**src/rtl/stream_prefetch_buf.sv**
```systemverilog
module stream_prefetch_buf #(
  parameter int NBUF  = 4,
  parameter int DEPTH = 4,
  parameter int AW    = 32,
  parameter int DW    = 32
) (
  input  logic          clk,
  input  logic          rst_n,
  input  logic          miss_valid,
  input  logic [AW-1:0] miss_addr,
  output logic          lkp_hit,
  output logic          lkp_stall,
  output logic [DW-1:0] lkp_data,
  output logic          mem_req_valid,
  output logic [AW-1:0] mem_req_addr,
  input  logic          mem_req_ready,
  input  logic          mem_rsp_valid,
  input  logic [DW-1:0] mem_rsp_data
);
  localparam int BW = $clog2(NBUF);
  localparam int PW = $clog2(DEPTH);
  localparam int CW = $clog2(DEPTH + 1);

  logic [AW-1:0]    ent_addr [NBUF][DEPTH];
  logic [DW-1:0]    ent_data [NBUF][DEPTH];
  logic [DEPTH-1:0] ent_pend [NBUF];
  logic [PW-1:0]    head     [NBUF];
  logic [PW-1:0]    tail     [NBUF];
  logic [CW-1:0]    cnt      [NBUF];
  logic [AW-1:0]    nxt      [NBUF];
  logic [BW-1:0]    age      [NBUF];
  logic [NBUF-1:0]  act;

  logic          rsp_wait, rsp_kill;
  logic [BW-1:0] rsp_buf, rr;
  logic [PW-1:0] rsp_slot;

  logic [NBUF-1:0] hd_match, hd_ready, elig;
  logic [BW-1:0]   sel, victim, tbuf, pick;
  logic            have, do_pop, do_alloc, touch, issue;

  always_comb begin
    hd_match = '0;
    hd_ready = '0;
    for (int b = 0; b < NBUF; b++) begin
      tail[b] = PW'((int'(head[b]) + int'(cnt[b])) % DEPTH);
      if (act[b] && cnt[b] != '0 && ent_addr[b][head[b]] == miss_addr) begin
        hd_match[b] = 1'b1;
        hd_ready[b] = !ent_pend[b][head[b]];
      end
    end
  end

  always_comb begin
    sel = '0;
    for (int b = NBUF - 1; b >= 0; b--)
      if (hd_ready[b]) sel = BW'(b);
  end

  assign lkp_hit   = miss_valid & (|hd_ready);
  assign lkp_stall = miss_valid & (|hd_match) & ~(|hd_ready);
  assign lkp_data  = ent_data[sel][head[sel]];
  assign do_pop    = lkp_hit;
  assign do_alloc  = miss_valid & ~(|hd_match);

  always_comb begin
    victim = '0;
    for (int b = NBUF - 1; b >= 0; b--)
      if (age[b] == BW'(NBUF - 1)) victim = BW'(b);
    for (int b = NBUF - 1; b >= 0; b--)
      if (!act[b]) victim = BW'(b);
  end

  assign tbuf  = do_pop ? sel : victim;
  assign touch = do_pop | do_alloc;

  always_comb begin
    for (int b = 0; b < NBUF; b++)
      elig[b] = act[b] && (cnt[b] < CW'(DEPTH)) && !(do_alloc && victim == BW'(b));
    pick = '0;
    have = 1'b0;
    for (int k = NBUF - 1; k >= 0; k--) begin
      if (elig[(int'(rr) + k) % NBUF]) begin
        pick = BW'((int'(rr) + k) % NBUF);
        have = 1'b1;
      end
    end
  end

  assign mem_req_valid = !rsp_wait && have;
  assign mem_req_addr  = nxt[pick];
  assign issue         = mem_req_valid && mem_req_ready;

  always_ff @(posedge clk or negedge rst_n) begin
    if (!rst_n) begin
      act      <= '0;
      rsp_wait <= 1'b0;
      rsp_kill <= 1'b0;
      rsp_buf  <= '0;
      rsp_slot <= '0;
      rr       <= '0;
      for (int b = 0; b < NBUF; b++) begin
        head[b]     <= '0;
        cnt[b]      <= '0;
        nxt[b]      <= '0;
        age[b]      <= BW'(b);
        ent_pend[b] <= '0;
        for (int d = 0; d < DEPTH; d++) begin
          ent_addr[b][d] <= '0;
          ent_data[b][d] <= '0;
        end
      end
    end else begin
      for (int b = 0; b < NBUF; b++) begin
        if (do_alloc && victim == BW'(b)) begin
          act[b]      <= 1'b1;
          head[b]     <= '0;
          cnt[b]      <= '0;
          nxt[b]      <= miss_addr + AW'(1);
          ent_pend[b] <= '0;
        end else begin
          if (do_pop && sel == BW'(b))
            head[b] <= PW'((int'(head[b]) + 1) % DEPTH);
          cnt[b] <= cnt[b] + CW'(issue && pick == BW'(b)) - CW'(do_pop && sel == BW'(b));
          if (issue && pick == BW'(b)) begin
            ent_addr[b][tail[b]] <= nxt[b];
            ent_pend[b][tail[b]] <= 1'b1;
            nxt[b]               <= nxt[b] + AW'(1);
          end
          if (mem_rsp_valid && rsp_wait && !rsp_kill && rsp_buf == BW'(b)) begin
            ent_data[b][rsp_slot] <= mem_rsp_data;
            ent_pend[b][rsp_slot] <= 1'b0;
          end
        end
        if (touch) begin
          if (tbuf == BW'(b))      age[b] <= '0;
          else if (age[b] < age[tbuf]) age[b] <= age[b] + BW'(1);
        end
      end
      if (issue) begin
        rsp_wait <= 1'b1;
        rsp_kill <= 1'b0;
        rsp_buf  <= pick;
        rsp_slot <= tail[pick];
        rr       <= BW'((int'(pick) + 1) % NBUF);
      end else if (rsp_wait) begin
        if (mem_rsp_valid) rsp_wait <= 1'b0;
        if (do_alloc && victim == rsp_buf) rsp_kill <= 1'b1;
      end
    end
  end
endmodule

```
**config.mk**
```make
export PLATFORM = sky130hd
export DESIGN_NAME = stream_prefetch_buf
export DESIGN_NICKNAME = d
export VERILOG_FILES = /design/src/rtl/stream_prefetch_buf.sv
export SDC_FILE = /design/constraint.sdc
export NUM_CORES = 2
export LEC_CHECK = 0
export BUFFER_PORTS_ARGS = -buffer_cell sky130_fd_sc_hd__buf_2
export CAP_MARGIN = 5
export CORE_MARGIN = 4
export CORE_UTILIZATION = 35
export DETAILED_ROUTE_END_ITERATION = 7
export PLACE_DENSITY = 0.61
export SLEW_MARGIN = 20
export SYNTH_ARGS = -nofsm -noshare
export SYNTH_HDL_FRONTEND = slang
export SYNTH_SLANG_ARGS = --single-unit
```
**constraint.sdc**
```tcl
create_clock -name clk -period 8.8 [get_ports clk]
set_input_delay 0.44 -clock clk [delete_from_list [all_inputs] [get_ports clk]]
set_output_delay 0.44 -clock clk [all_outputs]
set_load 0.02 [all_outputs]
```
Word level (Yosys, flattened, before mapping)
Cells that the tools add are included.
- flip-flop bits (word level): 1208
- logic and storage cells: 448
- output and inout bits: 67
- input port bits: 69
- mux-type cells: 156
- $add $sub $neg: 29
- reductions and logical operators: 98
- magnitude comparators: 44
- eq/ne operators: 24
- bitwise gates (word level): 36
- operators by type and width (operator ; count):
    $bwmux 128 ; 8
    $mux 32 ; 25
    $bmux 32 s2 ; 6
    $demux 32 s2 ; 5
    $bmux 128 s2 ; 1
    $mux 128 ; 2
    $add 32x1->32 const B ; 5
    $eq 32x32->1 ; 4
    $mux 2 ; 39
    $mux 4 ; 16
    $logic_and 1x1->1 ; 47
    $ge 3x3->1 const B ; 13
    $not 2->3 ; 13
    $mux 1 ; 34
    $lt 2x3->1 const B ; 10
    $eq 2x2->1 const B ; 14
    $reduce_bool 2->1 ; 14
    $reduce_and 2->1 ; 13
    $add 2x1->2 const B ; 10
    $and 4x4->4 ; 4
    $bmux 1 s2 ; 8
    $or 4x4->4 ; 4
    $lt 3x1->1 const B ; 5
    $add 3x1->3 ; 4
    other kinds (22) ; 83

Depth between registers and ports, before layout
- depth in word-level cells: 28
- gate-level depth with buffers: 25
- depth with buffers taken out: 20

Worst setup path before layout
OpenSTA, ideal clock, no wires.
- kind: reg2reg
- from: register head[2] (netlist bit)
- to: register cnt[5] (netlist bit)
- path slack: 3.687 ns
- library setup time: 0.131 ns
- buffers on the path: 5
- stages on the path, launching flop included: 25
- clock period less this slack: 5.113 ns
- arrival: 4.983 ns
- data required time: 8.669 ns
- cells stage by stage: dfrtp_1 -> buf_6 -> buf_6 -> buf_2 -> mux2i_1 -> o2bb2ai_1 -> o21ai_1 -> o21ai_0 -> or4_1 -> o2111ai_4 -> nor2_1 -> o22ai_1 -> a21o_1 -> nor3_4 -> inv_2 -> clkbuf_1 -> clkbuf_1 -> ha_1 -> inv_1 -> ha_1 -> inv_1 -> fa_1 -> xor2_1 -> xnor2_1 -> nor2_1
- longest elaborated chain between the ends: 26
- elaborated cells between the ends (all ways): 59
- classes of those cells: add/sub: 2; eq/ne: 3; mux: 30; bitwise: 4; reduce/logical: 20
- ends and longest elaborated chain (what ; line ; text):
    start: declaration ; 27 ; logic [PW-1:0] head [NBUF];
    start signal: indexed assignment ; 123 ; head[b] <= PW'((int'(head[b]) + 1) % DEPTH);
    $not 2->3 (not written as such) ; 47 ; if (act[b] && cnt[b] != '0 && ent_addr[b][head[b]] == miss_addr) begin
    $bmux 32 s2 ; 47 ;
    $mux 32 (not written as such) (2 in a row) ; 47 ;
    $eq 32x32->1 ; 47 ;
    $logic_and 1x1->1 ; 47 ;
    $mux 1 ; 47 ;
    $reduce_or 4->1 ; 64 ; assign do_alloc = miss_valid & ~(|hd_match);
    $not 1->1 ; 64 ;
    (+5 left out) ; - ;
    $mux 1 (not written as such) (2 in a row) ; 83 ; if (elig[(int'(rr) + k) % NBUF]) begin
    $mux 1 (4 in a row) ; 83 ;
    $logic_and 1x1->1 ; 90 ; assign mem_req_valid = !rsp_wait && have;
    $logic_and 1x1->1 ; 92 ; assign issue = mem_req_valid && mem_req_ready;
    $logic_and 1x1->1 ; 124 ; cnt[b] <= cnt[b] + CW'(issue && pick == BW'(b)) - CW'(do_pop && sel == BW'(b));
    $add 3x1->3 ; 124 ;
    $sub 3x1->3 ; 124 ;
    $mux 3 (*) ; 115 ; if (do_alloc && victim == BW'(b)) begin
    end signal: indexed assignment ; 124 ;
    end: declaration ; 29 ; logic [CW-1:0] cnt [NBUF];
Mark *: on every way between the ends. The rest lies on a longest branch, timed or not. The select of a mux whose other input is x is not followed.
A chain may end at the register's enable or synchronous reset.

Worst setup path after layout
- from: register head[2] (netlist bit)
- to: output lkp_data[7]
- longest elaborated chain between the ends: 18
- elaborated cells between the ends (all ways): 24
- classes of those cells: eq/ne: 1; mux: 18; bitwise: 3; reduce/logical: 2
- ends and longest elaborated chain (what ; line ; text):
    $not 2->3 (not written as such) ; 47 ;
    $bmux 32 s2 ; 47 ;
    $mux 32 (not written as such) (2 in a row) ; 47 ;
    $eq 32x32->1 ; 47 ;
    $logic_and 1x1->1 ; 47 ;
    $mux 1 ; 47 ;
    $mux 2 (3 in a row) ; 57 ; if (hd_ready[b]) sel = BW'(b);
    $not 2->3 (not written as such) ; 62 ; assign lkp_data = ent_data[sel][head[sel]];
    $bmux 2 s2 ; 62 ;
    $mux 2 (not written as such) (2 in a row) ; 62 ;
    $not 2->3 (not written as such) ; 62 ;
    $bmux 32 s2 (*) ; 62 ;
    $mux 32 (not written as such) (*) (2 in a row) ; 62 ;
    end: declaration ; 13 ; output logic [DW-1:0] lkp_data,
Marks and branches as above.

==> flow_metrics.env <==
export IMPL_grt_ovfl_total=0
export IMPL_syn_cell_area_mm2=0.0615
export IMPL_leakagePower_nw=31.6
export IMPL_fillers=16544
export IMPL_firstDrtPassIters=6
export IMPL_setup_violations=0
export IMPL_num_rows=153
export IMPL_r2r_slack_ns=1.82
export IMPL_crit_type="reg -> out"
export IMPL_r2r_start="head[4]"
export IMPL_fmax_mhz=127
export IMPL_cts_setup_buffers=0
export IMPL_ctsHoldBuffers=2
export IMPL_dieWidth_um=427
export IMPL_p_sw_share_pct=38.4
export IMPL_tightest_slew_ns=1.32
export IMPL_drt_wl_total_um=196000
export IMPL_yosysWarnings=0
export IMPL_finClkSkew_ns=0.0425
export IMPL_maxSlewViolCount=0
export IMPL_dieArea_mm2=0.182
export IMPL_cellInternalPower_w=0.0151
export IMPL_ir_worst_vdd_uv=386
export IMPL_synth_ff_latch_count=1208
export IMPL_grt_start_max_net_pins=179
export IMPL_clockRootBuffer="clkbuf_16"
export IMPL_crit_arrival_ns=7.41
export IMPL_final_common_cell="dfrtp_1"
export IMPL_ys_flop_type="dfrtp_1"
export IMPL_first_iter_violations=3645
export IMPL_cts_buffer_depth=3
export IMPL_coreArea_mm2=0.174
export IMPL_grt_pass1_wl_um=289000
export IMPL_holdWs_ns=0.112
export IMPL_cts_tree="built"
export IMPL_routabilityCongestion=1.00
export IMPL_crit_start="head[2]"
export IMPL_place_hpwl_um=126000
export IMPL_placed_cell_area_mm2=0.0643
export IMPL_synth_cells=5002
export IMPL_die_y_um=427
export IMPL_endpoint_kind="output pin"
export IMPL_post_route_period_util_pct=89.2
export IMPL_ys_types=89
export IMPL_syn_to_final_growth_pct=11.9
export IMPL_clkSlewWorstSetupHoldPaths_ns=0.06
export IMPL_r2r_end="ent_addr[189]"
export IMPL_run_status="finished, final reports clean"
export IMPL_critPathMaxFanout=43
export IMPL_min_period_ns=7.85
export IMPL_grtUsageTotal_pct=21.3
export IMPL_cts_htree_levels=4
export IMPL_clockPowerShare_pct=23.3
export IMPL_seq_area_mm2=0.0302
export IMPL_numCtsBuffers=135
export IMPL_antenna_found_initial=14
export IMPL_endpoint="lkp_data[7]"
export IMPL_multi_input_area_mm2=0.0293
export IMPL_hold_viol=0
export IMPL_clock_latency_ns=0.80
export IMPL_reg2regPathDepth=17
export IMPL_fin_nets=5036
export IMPL_cts_sinks=1208
export IMPL_p_seq_share_pct=39.2
export IMPL_ctsResizeCount=0
export IMPL_final_antenna_net_count=0
export IMPL_synthArstFlopShare_pct=100
export IMPL_hold_class="in -> reg"
export IMPL_drive_gt1_share_pct=32.9
export IMPL_seq_area_frac_synth_pct=49.2
export IMPL_final_cell_mix="dfrtp_1, mux2_2, nand2_1, mux2i_1, nor2_1"
export IMPL_remaining_drc_errors=0
export IMPL_setup_slack_ns=0.948
export IMPL_tns_ns=0
export IMPL_fin_area_mm2=0.0688
export IMPL_crit_required_ns=8.36
export IMPL_cp_start_kind="register"
export IMPL_combPwrFrac_pct=37.5
export IMPL_avgSynthCellArea_um2=12.3
export IMPL_pre_cts_slack_ns=1.50
export IMPL_rsz0062_at_grt="no"
export IMPL_grt_pass1_vias=42153
export IMPL_power_density_mw_per_mm2=357
export IMPL_port_buffers=135
export IMPL_synthesis_nets=5100
export IMPL_viasPerCell=5.73
export IMPL_slew_headroom_pct=11.7
export IMPL_p_sw_w=0.00942
export IMPL_routedWlPerCell_um=26.5
export IMPL_num_vias=42310
export IMPL_initial_core_util_pct=35.3
export IMPL_cap_viol_max_count=0
export IMPL_pin_count=136
export IMPL_synth_edf_count=0
==> area by class of cell <==
cell class              count  area share [%]
diodes                      8          0.0291
clock buffers             206            5.92
clock inverters            39           0.571
inverters                  85           0.467
multi-input cells        3281            42.5
flip-flops and latches   1208            44.0
well taps                2325            4.23
repair buffers            227            2.29
==> cells by family (layout without fill, tap and decap cells) <==
| logic type | after synthesis | in the layout | synth area share [%] |
|---|---|---|---|
| XOR/XNOR | 199 | 199 | 2.84 |
| flip-flops | 1208 | 1208 | 49.2 |
| other | 0 | 8 | 0 |
| adder cells (fa/ha/maj) | 29 | 29 | 0.639 |
| AO/OA/AOI/OAI | 637 | 637 | 7.65 |
| buffers and inverters | 513 | 557 | 3.58 |
| AND/OR/NAND/NOR | 1000 | 1000 | 8.38 |
| multiplexers | 1416 | 1416 | 27.7 |
==> cell usage after synthesis, drive strengths merged, types with 64 or more instances <==
master	n	area, um2
nor2b	82	513
nor2	177	688
dfrtp	1204	30100
nand3	91	455
mux2	1107	12500
xnor2	164	1440
o21ai	114	571
buf	193	997
nand2	282	1060
and3	82	513
mux4	118	2660
mux2i	191	1910
clkbuf	235	883
nand4	64	400
a211oi	170	1280
inv	82	310
==> state kept, by name, indices dropped and copies added (netlist names) <==
name      count
ent_addr    512
rsp_kill      1
rr            2
cnt          12
ent_data    512
rsp_wait      1
rsp_slot      2
head          8
rsp_buf       2
age           8
act           4
nxt         128
ent_pend     16
==> per-layer routing <==
metal	global-route usage, %	part of all wire (%)	up-vias
met4	11.4	6.1	0
met5	0	0	-
li1	-	-	18233
met3	4.70	6.8	453
met1	28.5	43	22104
met2	32.2	45	1520
==> critical path: stages, from the launching register on <==
cell,delay (ns)
dfrtp_4,0.85
buf_4,0.30
mux4_2,0.53
xnor2_1,0.31
nand4_1,0.15
nor4_2,0.71
nand2b_1,0.20
o31a_1,0.46
nor2_4,0.42
mux2i_4,0.63
buf_12,0.28
buf_12,0.28
nor2b_1,0.08
a211oi_1,0.42
a211oi_1,0.09
or4_1,0.59
buf_2,0.20
==> stage by stage <==
step / power, W / cells / utilization [%]
final: 0.0245 / 7379 / 39.5
after global placement: 0.0184 / 7124 / 36.9
after global routing: 0.0257 / 7375 / 39.5
after detailed placement: 0.0187 / 7124 / 36.9
after floorplan: 0.0154 / 5002 / -
after CTS: 0.0245 / 7371 / 39.5
==> power by group through the flow <==
stage | Combinational [W] | Clock [W] | Sequential, W
after floorplan | 0.00677 | 0 | 0.00862
after global placement | 0.00888 | 0 | 0.00952
after detailed placement | 0.00905 | 0 | 0.00964
after CTS | 0.00907 | 0.00583 | 0.00955
after global routing | 0.00983 | 0.00605 | 0.00986
final | 0.00921 | 0.00571 | 0.00961
==> how the worst min path moves through the flow <==
stage / start / end / slack, ns / cells past startpoint
after floorplan: rst_n / act[0] / 0.14 / 0
after detailed placement: ent_addr[309] / ent_addr[309] / 0.48 / 1
final: mem_rsp_data[18] / ent_data[274] / 0.11 / 2
after global placement: ent_addr[102] / ent_addr[102] / 0.47 / 1
after CTS: mem_rsp_data[19] / ent_data[211] / 0.07 / 2
after global routing: mem_rsp_data[18] / ent_data[146] / 0.11 / 2
Power figures use the tool's default switching activity.
